==> config.mk <==
export PLATFORM = sky130hd
export DESIGN_NAME = instr_fetch_seq
export DESIGN_NICKNAME = d
export VERILOG_FILES = /design/src/rtl/fetch_pkg.sv /design/src/rtl/ifs_len_decode.sv /design/src/rtl/ifs_fetch_ptr.sv /design/src/rtl/ifs_assemble.sv /design/src/rtl/instr_fetch_seq.sv
export SDC_FILE = /design/constraint.sdc
export NUM_CORES = 1
export LEC_CHECK = 0
export ABC_AREA = 0
export ABC_CLOCK_PERIOD_IN_PS = 4050
export BUFFER_PORTS_ARGS = -buffer_cell sky130_fd_sc_hd__buf_4
export CORE_ASPECT_RATIO = 1.4
export CORE_UTILIZATION = 54
export CTS_BUF_LIST = sky130_fd_sc_hd__clkbuf_16
export DETAILED_ROUTE_END_ITERATION = 10
export PLACE_DENSITY = 0.91
export SYNTH_ARGS = -nofsm -noshare
export SYNTH_HDL_FRONTEND = slang
export SYNTH_SLANG_ARGS = --single-unit
==> constraint.sdc <==
create_clock -name clk -period 4.05 [get_ports clk]
set_clock_uncertainty 0.15 [all_clocks]
set_input_delay 0.405 -clock clk [delete_from_list [all_inputs] [get_ports clk]]
set_output_delay 0.405 -clock clk [all_outputs]
set_load 0.005 [all_outputs]
==> src/rtl/fetch_pkg.sv <==
package fetch_pkg;

  localparam int BYTE_W = 8;
  localparam int TGT_W  = 16;

  typedef enum logic [2:0] {
    ST_IDLE,
    ST_OP,
    ST_BYTE2,
    ST_BYTE3,
    ST_ISSUE,
    ST_HALTED
  } seq_state_t;

  typedef enum logic [1:0] {
    LEN_ONE,
    LEN_TWO,
    LEN_THREE,
    LEN_STOP
  } len_class_t;

  typedef struct packed {
    logic [BYTE_W-1:0] opcode;
    logic [BYTE_W-1:0] imm;
    logic [TGT_W-1:0]  addr;
  } instr_word_t;

endpackage

==> src/rtl/ifs_len_decode.sv <==
module ifs_len_decode
  import fetch_pkg::*;
(
  input  logic [BYTE_W-1:0] op,
  output len_class_t        cls
);

  logic is_stop, is_imm, is_far;

  always_comb begin
    is_stop = (op[BYTE_W-1:1] == '0) || (op == {BYTE_W{1'b1}});
    is_imm  = (op[7:6] == 2'b00) && op[2] && !op[0];
    is_far  = (op[7:6] == 2'b01) && !op[0];
    if (is_stop)     cls = LEN_STOP;
    else if (is_far) cls = LEN_THREE;
    else if (is_imm) cls = LEN_TWO;
    else             cls = LEN_ONE;
  end

endmodule

==> src/rtl/ifs_fetch_ptr.sv <==
module ifs_fetch_ptr #(
  parameter int AW = 14
) (
  input  logic          clk,
  input  logic          rst,
  input  logic          step,
  input  logic          load,
  input  logic [AW-1:0] load_addr,
  output logic [AW-1:0] ptr
);

  always_ff @(posedge clk) begin
    if (rst)       ptr <= '0;
    else if (load) ptr <= load_addr;
    else if (step) ptr <= ptr + 1'b1;
  end


  ptr_step_chk: assert property (@(posedge clk) disable iff (rst)
    (step && !load) |=> ptr == AW'($past(ptr) + 1'b1));

endmodule

==> src/rtl/ifs_assemble.sv <==
module ifs_assemble
  import fetch_pkg::*;
(
  input  logic              clk,
  input  logic              rst,
  input  logic              wr_op,
  input  logic              wr_imm,
  input  logic              wr_lo,
  input  logic              wr_hi,
  input  logic [BYTE_W-1:0] din,
  output instr_word_t       word
);

  always_ff @(posedge clk) begin
    if (rst) begin
      word <= '0;
    end else if (wr_op) begin
      word.opcode <= din;
      word.imm    <= '0;
      word.addr   <= '0;
    end else begin
      if (wr_imm) word.imm <= din;
      if (wr_lo)  word.addr[BYTE_W-1:0] <= din;
      if (wr_hi)  word.addr[TGT_W-1:BYTE_W] <= din;
    end
  end

endmodule

==> src/rtl/instr_fetch_seq.sv <==
module instr_fetch_seq
  import fetch_pkg::*;
#(
  parameter int AW = 14
) (
  input  logic          clk,
  input  logic          rst,
  output logic          mem_req,
  output logic [AW-1:0] mem_addr,
  input  logic          mem_rdy,
  input  logic [7:0]    mem_rdata,
  input  logic          redirect_en,
  input  logic [AW-1:0] redirect_addr,
  output logic          ins_valid,
  output logic [7:0]    ins_opcode,
  output logic [7:0]    ins_imm,
  output logic [15:0]   ins_addr,
  input  logic          dn_ready,
  output logic          halted
);

  seq_state_t  state, nxt;
  len_class_t  op_cls, cls_q;
  instr_word_t word;
  logic        accept, kill;

  assign mem_req   = (state == ST_OP) || (state == ST_BYTE2) || (state == ST_BYTE3);
  assign ins_valid = (state == ST_ISSUE);
  assign halted    = (state == ST_HALTED);
  assign accept    = mem_req && mem_rdy;
  assign kill      = redirect_en && (state != ST_HALTED);

  ifs_len_decode u_dec (
    .op  (mem_rdata),
    .cls (op_cls)
  );

  ifs_fetch_ptr #(.AW(AW)) u_ptr (
    .clk       (clk),
    .rst       (rst),
    .step      (accept),
    .load      (kill),
    .load_addr (redirect_addr),
    .ptr       (mem_addr)
  );

  ifs_assemble u_asm (
    .clk    (clk),
    .rst    (rst),
    .wr_op  ((state == ST_OP) && accept && !kill),
    .wr_imm ((state == ST_BYTE2) && accept && !kill && (cls_q == LEN_TWO)),
    .wr_lo  ((state == ST_BYTE2) && accept && !kill && (cls_q == LEN_THREE)),
    .wr_hi  ((state == ST_BYTE3) && accept && !kill),
    .din    (mem_rdata),
    .word   (word)
  );

  assign ins_opcode = word.opcode;
  assign ins_imm    = word.imm;
  assign ins_addr   = word.addr;

  always_comb begin
    nxt = state;
    case (state)
      ST_IDLE:  nxt = ST_OP;
      ST_OP:
        if (accept) begin
          case (op_cls)
            LEN_STOP: nxt = ST_HALTED;
            LEN_ONE:  nxt = ST_ISSUE;
            default:  nxt = ST_BYTE2;
          endcase
        end
      ST_BYTE2: if (accept) nxt = (cls_q == LEN_THREE) ? ST_BYTE3 : ST_ISSUE;
      ST_BYTE3: if (accept) nxt = ST_ISSUE;
      ST_ISSUE: if (dn_ready) nxt = ST_OP;
      default:  nxt = ST_HALTED;
    endcase
    if (kill) nxt = ST_OP;
  end

  always_ff @(posedge clk) begin
    if (rst) begin
      state <= ST_IDLE;
      cls_q <= LEN_ONE;
    end else begin
      state <= nxt;
      if ((state == ST_OP) && accept) cls_q <= op_cls;
    end
  end


  addr_hold_chk: assert property (@(posedge clk) disable iff (rst)
    (mem_req && !mem_rdy && !redirect_en) |=> $stable(mem_addr));


  issue_hold_chk: assert property (@(posedge clk) disable iff (rst)
    (ins_valid && !dn_ready && !redirect_en) |=>
      (ins_valid && $stable(ins_opcode) && $stable(ins_imm) && $stable(ins_addr)));


  halt_sticky_chk: assert property (@(posedge clk) disable iff (rst)
    halted |=> (halted && !mem_req && !ins_valid));


  redirect_chk: assert property (@(posedge clk) disable iff (rst)
    (redirect_en && !halted) |=> (mem_addr == $past(redirect_addr) && !ins_valid));


  no_fetch_in_issue_chk: assert property (@(posedge clk) disable iff (rst)
    ins_valid |-> !mem_req);

endmodule

# --- Word level (Yosys, flattened, before mapping) ---
# Index checks and enable logic that the tools add are counted.
op_classes:
  add_sub_neg: 1
  n_eq_ne: 19
  muxes: 13
  reduce_logical: 27
op_table:
  columns: ["op", "count"]
  rows:
  - ["14-bit 2-to-1 mux", 2]
  - ["3-bit 2-to-1 mux", 5]
  - ["3-bit case mux with 5 select lines", 1]
  - ["14-bit by 1-bit adder with 14-bit output (second input constant)", 1]
  - ["1-bit logical AND", 13]
  - ["3-bit inequality test (second input constant)", 4]
  - ["8-bit equality test (second input constant)", 1]
  - ["4-bit AND reduction", 2]
  - ["7-bit logical NOT", 1]
  - ["3-bit by 2-bit equality test with 1-bit output (second input constant)", 2]
  - ["3-bit equality test (second input constant)", 2]
  - ["2-bit inequality test (second input constant)", 3]
  - ["3-bit case mux with 2 select lines", 1]
  - ["2-bit by 1-bit equality test with 1-bit output (second input constant)", 2]
  - ["2-bit equality test (second input constant)", 2]
  - ["2-bit logical NOT", 2]
  - ["2-bit 2-to-1 mux", 2]
  - ["2-bit OR reduction", 2]
  - ["3-bit by 1-bit equality test with 1-bit output (second input constant)", 1]
  - ["3-bit logical NOT", 1]
  - ["1-bit logical OR", 3]
  - ["3-bit by 1-bit inequality test with 1-bit output (second input constant)", 1]
  - ["1-bit logical NOT", 2]
  - ["1-bit 2-to-1 mux", 2]
  - ["other kinds (2)", 2]
totals:
  regBits: 51
  inputBits: 27
  out_inout_bits: 49

# --- Depth between registers and ports, before layout ---
depth:
  ltp_word: 11
  depth_mapped: 8
  ltp_nobuf: 5

# --- Cells and area by module ---
# Synthesis repeated with hierarchy kept, for this count alone.
unflattened:
  cells_unflattened: 260
  area_unflattened_um2: 2454.9
modules_own_cells:
  columns: ["module", "instances", "cells_each", "area_each_um2"]
  rows:
  - ["ifs_assemble", 1, 105, 1201.2]
  - ["ifs_fetch_ptr", 1, 94, 799.5]
  - ["instr_fetch_seq", 1, 50, 392.9]
  - ["ifs_len_decode", 1, 11, 61.3]

# --- Worst setup path before layout ---
# OpenSTA, ideal clock, no wires.
synth_path:
  path_kind: "input -> register"
  startpoint: "input port mem_rdy"
  endpoint: "register u_ptr.ptr[13]"
  arrival_time_ns: 1.929
  required_time_ns: 3.809
  setup_slack_ns: 1.880
  path_stages: 7
  cell_sequence: "buf_2 -> nand2b_4 -> buf_6 -> or4_1 -> buf_2 -> or3_1 -> a311oi_1"
synth_between:
  elab_chain_cells: 2
synth_rtl:
  columns: ["item", "line", "source"]
  rows:
  - ["start: declaration", "instr_fetch_seq.sv:10", "input logic mem_rdy,"]
  - ["1-bit logical AND", "instr_fetch_seq.sv:30", "assign accept = mem_req && mem_rdy;"]
  - ["2-bit nonzero test (no line)", null, null]
  - ["end signal: assignment", "ifs_fetch_ptr.sv:14", "else if (load) ptr <= load_addr;"]
  - ["end signal: assignment", "ifs_fetch_ptr.sv:15", "else if (step) ptr <= ptr + 1'b1;"]
  - ["end: declaration", "ifs_fetch_ptr.sv:9", "output logic [AW-1:0] ptr"]
# No other way between the ends.
# A chain may end at the register's enable or synchronous reset.

# --- Worst setup path after layout ---
layout_path:
  startpoint: "register state[2]"
  endpoint: "register, netlist name u_asm.word[11]"
layout_between:
  elab_chain_cells: 7
  word_cells_on_any_way: 14
  classes_between: "4 x eq/ne; 10 x reduce/logical"
layout_rtl:
  columns: ["item", "line", "source"]
  rows:
  - ["start: declaration", "instr_fetch_seq.sv:22", "seq_state_t state, nxt;"]
  - ["start signal: assignment", "instr_fetch_seq.sv:87", "state <= nxt;"]
  - ["3-bit by 1-bit equality test with 1-bit output or 3-bit by 2-bit equality test with 1-bit output (tied branches)", "instr_fetch_seq.sv:27, instr_fetch_seq.sv:50", null]
  - ["1-bit logical OR (2 in a row)", "instr_fetch_seq.sv:27", "assign mem_req = (state == ST_OP) || (state == ST_BYTE2) || (state == ST_BYTE3);"]
  - ["1-bit logical AND", "instr_fetch_seq.sv:30", null]
  - ["1-bit logical AND (2 in a row)", "instr_fetch_seq.sv:50", ".wr_op ((state == ST_OP) && accept && !kill),"]
  - ["2-bit OR reduction (no line)", null, null]
# Parallel ways exist; a longest one is shown, timed or not.

==> metrics.txt <==
vias in the first global route=1,968; Tmin final=2.40 ns; die area=4530 um^2; FFs w/ async S/R, synth=0; Post-DRT Antenna Nets=0; failing checks=design-rule violations; share of cells above drive strength 1=0.277; RSZ-0062 raised after global routing=no; critical path peak fanout=24; fin crit share=0.592; leakage power=0.00143 uW; I/O pins=76; die width=57.2 um; clock latency at the later pin of the worst-skew pair=0.28 ns; post-synth top area share=0.443; Worst EP arrival=2.39 ns; Top FF cell, synth=dfxtp_1; CTS clk-pin slew, worst paths=0.07 ns; sequential area share after synthesis=0.443; # clock sinks=51; Post-CTS Setup Bufs=0; distinct cell type count after synthesis=39; Syn Area/Cell=8.96 um^2; hold bufs inserted after CTS=0; CP Capture Type=flip-flop; Routed WL per cell=14.5 um; max_cap viols=0; Synth Register Bits=51; Final Hold Viols=0; # fillers=302; total grt overflow=0; Syn Inst Count=257; Via-to-Cell Ratio=5.80; CTS H-tree depth=2; GRT Total Usage=0.242; sequential cell area=1020 um^2; Root Buffer=clkbuf_16; initial antenna violation count=0; number of synthesized flops with an enable pin=0; NumNets Final=348; Inserted Diodes=0; maximum vdd drop=0.316 mV; maximum clock insertion buffer count=2; synth warn=0; Area growth, synth to finish=29.2%; CP startpoint kind=flip-flop; outcome=complete, but fails checks; Worst EP required=4.04 ns; setup TNS=0 ns; GP Congestion=0.834; f_max=417 MHz; Slew headroom=0.329; IO Port Bufs=75; Std-Cell Core Area=4020 um^2; routed wire length=5280 um; Worst Hold Class=input pin to flip-flop; Slew Viols, Final=0; post-cts resize count=0; fin util=0.740; DP Wirelength=3710 um; CTS tree=built; multi-input logic area=1180 um^2; CTS Buf Count=5; num rows=27; drt drc=6; Setup CP Type=flip-flop to flip-flop; DRT iter0 DRCs=103; first-pass GRT wire length=8690 um; via count=2,112; Mapped Nets=285; final setup vio count=0; starting density of the core=0.573; Die H=79.3 um; Cell Pwr Density=356 nW/um^2; Mapped Area=2300 um^2; Yosys top cell by area=dfxtp_1; DR pass1 iterations=7; largest net degree at the start of global routing=30; Slew @ Worst Pin=1.01 ns; largest cells by area after synthesis=dfxtp_1 (44%), mux2i_1 (14%), nor2_1 (9.5%)
-- power by group --
group	leakage, uW	internal, uW	switching, uW
logic	0.000952	59.2	57.4
clock network	0.0000674	228	179
registers	0.000416	518	19.0
-- cells in the mapped netlist, drive strengths merged, types with 3 or more instances --
master and instances:
nor2 58, dfxtp 51, mux2i 32, clkbuf 13, nand2 10, a311oi 9, o21ai 9, a211oi 8
buf 6, nand4 6, nand3 5, xnor2 5, nand2b 4, nor3 4, or3 4, and3 3
inv 3, nand4b 3, or4 3
-- final cells by class --
type                       instances  share of cell area
timing repair buffer              75               0.189
clock inverter                     3             0.00673
sequential                        51               0.343
clock buffer                       5              0.0421
tap                               43              0.0181
inverter                           3             0.00379
multi-input combinational        184               0.397
-- metal layers --
layer,routed length [um],track usage
met1,2150,0.280
met5,0,0
met3,393,0.0603
met2,2620,0.425
met4,113,0.0902
-- cell usage in the layout (no fill, tap or decap), drive strengths merged --
cell / netlist / routed
clkinvlp: 0 / 1
and3: 3 / 3
nor2: 58 / 58
mux2i: 32 / 32
o31ai: 2 / 2
a311oi: 9 / 9
nand4: 6 / 6
xnor2: 5 / 5
nor4: 2 / 2
nand4b: 3 / 3
or4: 3 / 3
a211oi: 8 / 8
a221oi: 1 / 1
or3: 4 / 4
o21ai: 9 / 9
buf: 6 / 75
or2: 1 / 1
and3b: 1 / 1
a21o: 1 / 1
nand2: 10 / 10
clkinv: 0 / 2
and2: 1 / 1
nand2b: 4 / 4
a2bb2oi: 1 / 1
a21oi: 1 / 1
nor4b: 1 / 1
nor3b: 2 / 2
nand3: 5 / 5
ha: 1 / 1
clkbuf: 13 / 5
xor2: 2 / 2
inv: 3 / 3
nor3: 4 / 4
o21bai: 1 / 1
nand3b: 1 / 1
and2b: 1 / 1
dfxtp: 51 / 51
a31o: 1 / 1
-- critical path, stage by stage (launching register included) --
cell and delay (ns):
dfxtp_1 0.39, nor2_1 0.19, nand4b_1 0.53, nand2b_1 0.85, nor2_1 0.13
-- metrics by stage --
step	cell area (um^2)	hold WS (ns)	total power (uW)	setup slack, ns	cells
finish	2970	0.261	1060	1.65	364
detailed placement	2830	0.338	663	1.60	356
floorplan	2300	0.334	607	1.88	257
CTS	2970	0.252	1070	1.66	364
global route	2970	0.267	1100	1.42	364
global placement	2830	0.329	660	1.65	356
-- sequential cells by signal, indices dropped and copies added, names as in the netlist --
| name | flops |
|---|---|
| cls_q | 2 |
| state | 3 |
| u_asm.word | 32 |
| u_ptr.ptr | 14 |
-- cell families after synthesis --
family,count (synthesis),share of synthesized area
AO/OA/AOI/OAI,34,0.107
XOR/XNOR,7,0.0266
adder cells (fa/ha/maj),1,0.00543
buffers and inverters,22,0.0440
flip-flops,51,0.443
multiplexers,32,0.139
AND/OR/NAND/NOR,110,0.234
-- final timing paths --
path / start / end / slack (ns) / depth (start not counted)
max reg2reg: state[2] / u_asm.word[11] / 1.65 / 4
min reg2reg: u_asm.word[25] / u_asm.word[25] / 0.35 / 2
min: mem_rdata[1] / u_asm.word[25] / 0.26 / 3
max: state[2] / u_asm.word[11] / 1.65 / 4
Note: power is estimated with default switching activity, not from simulation.
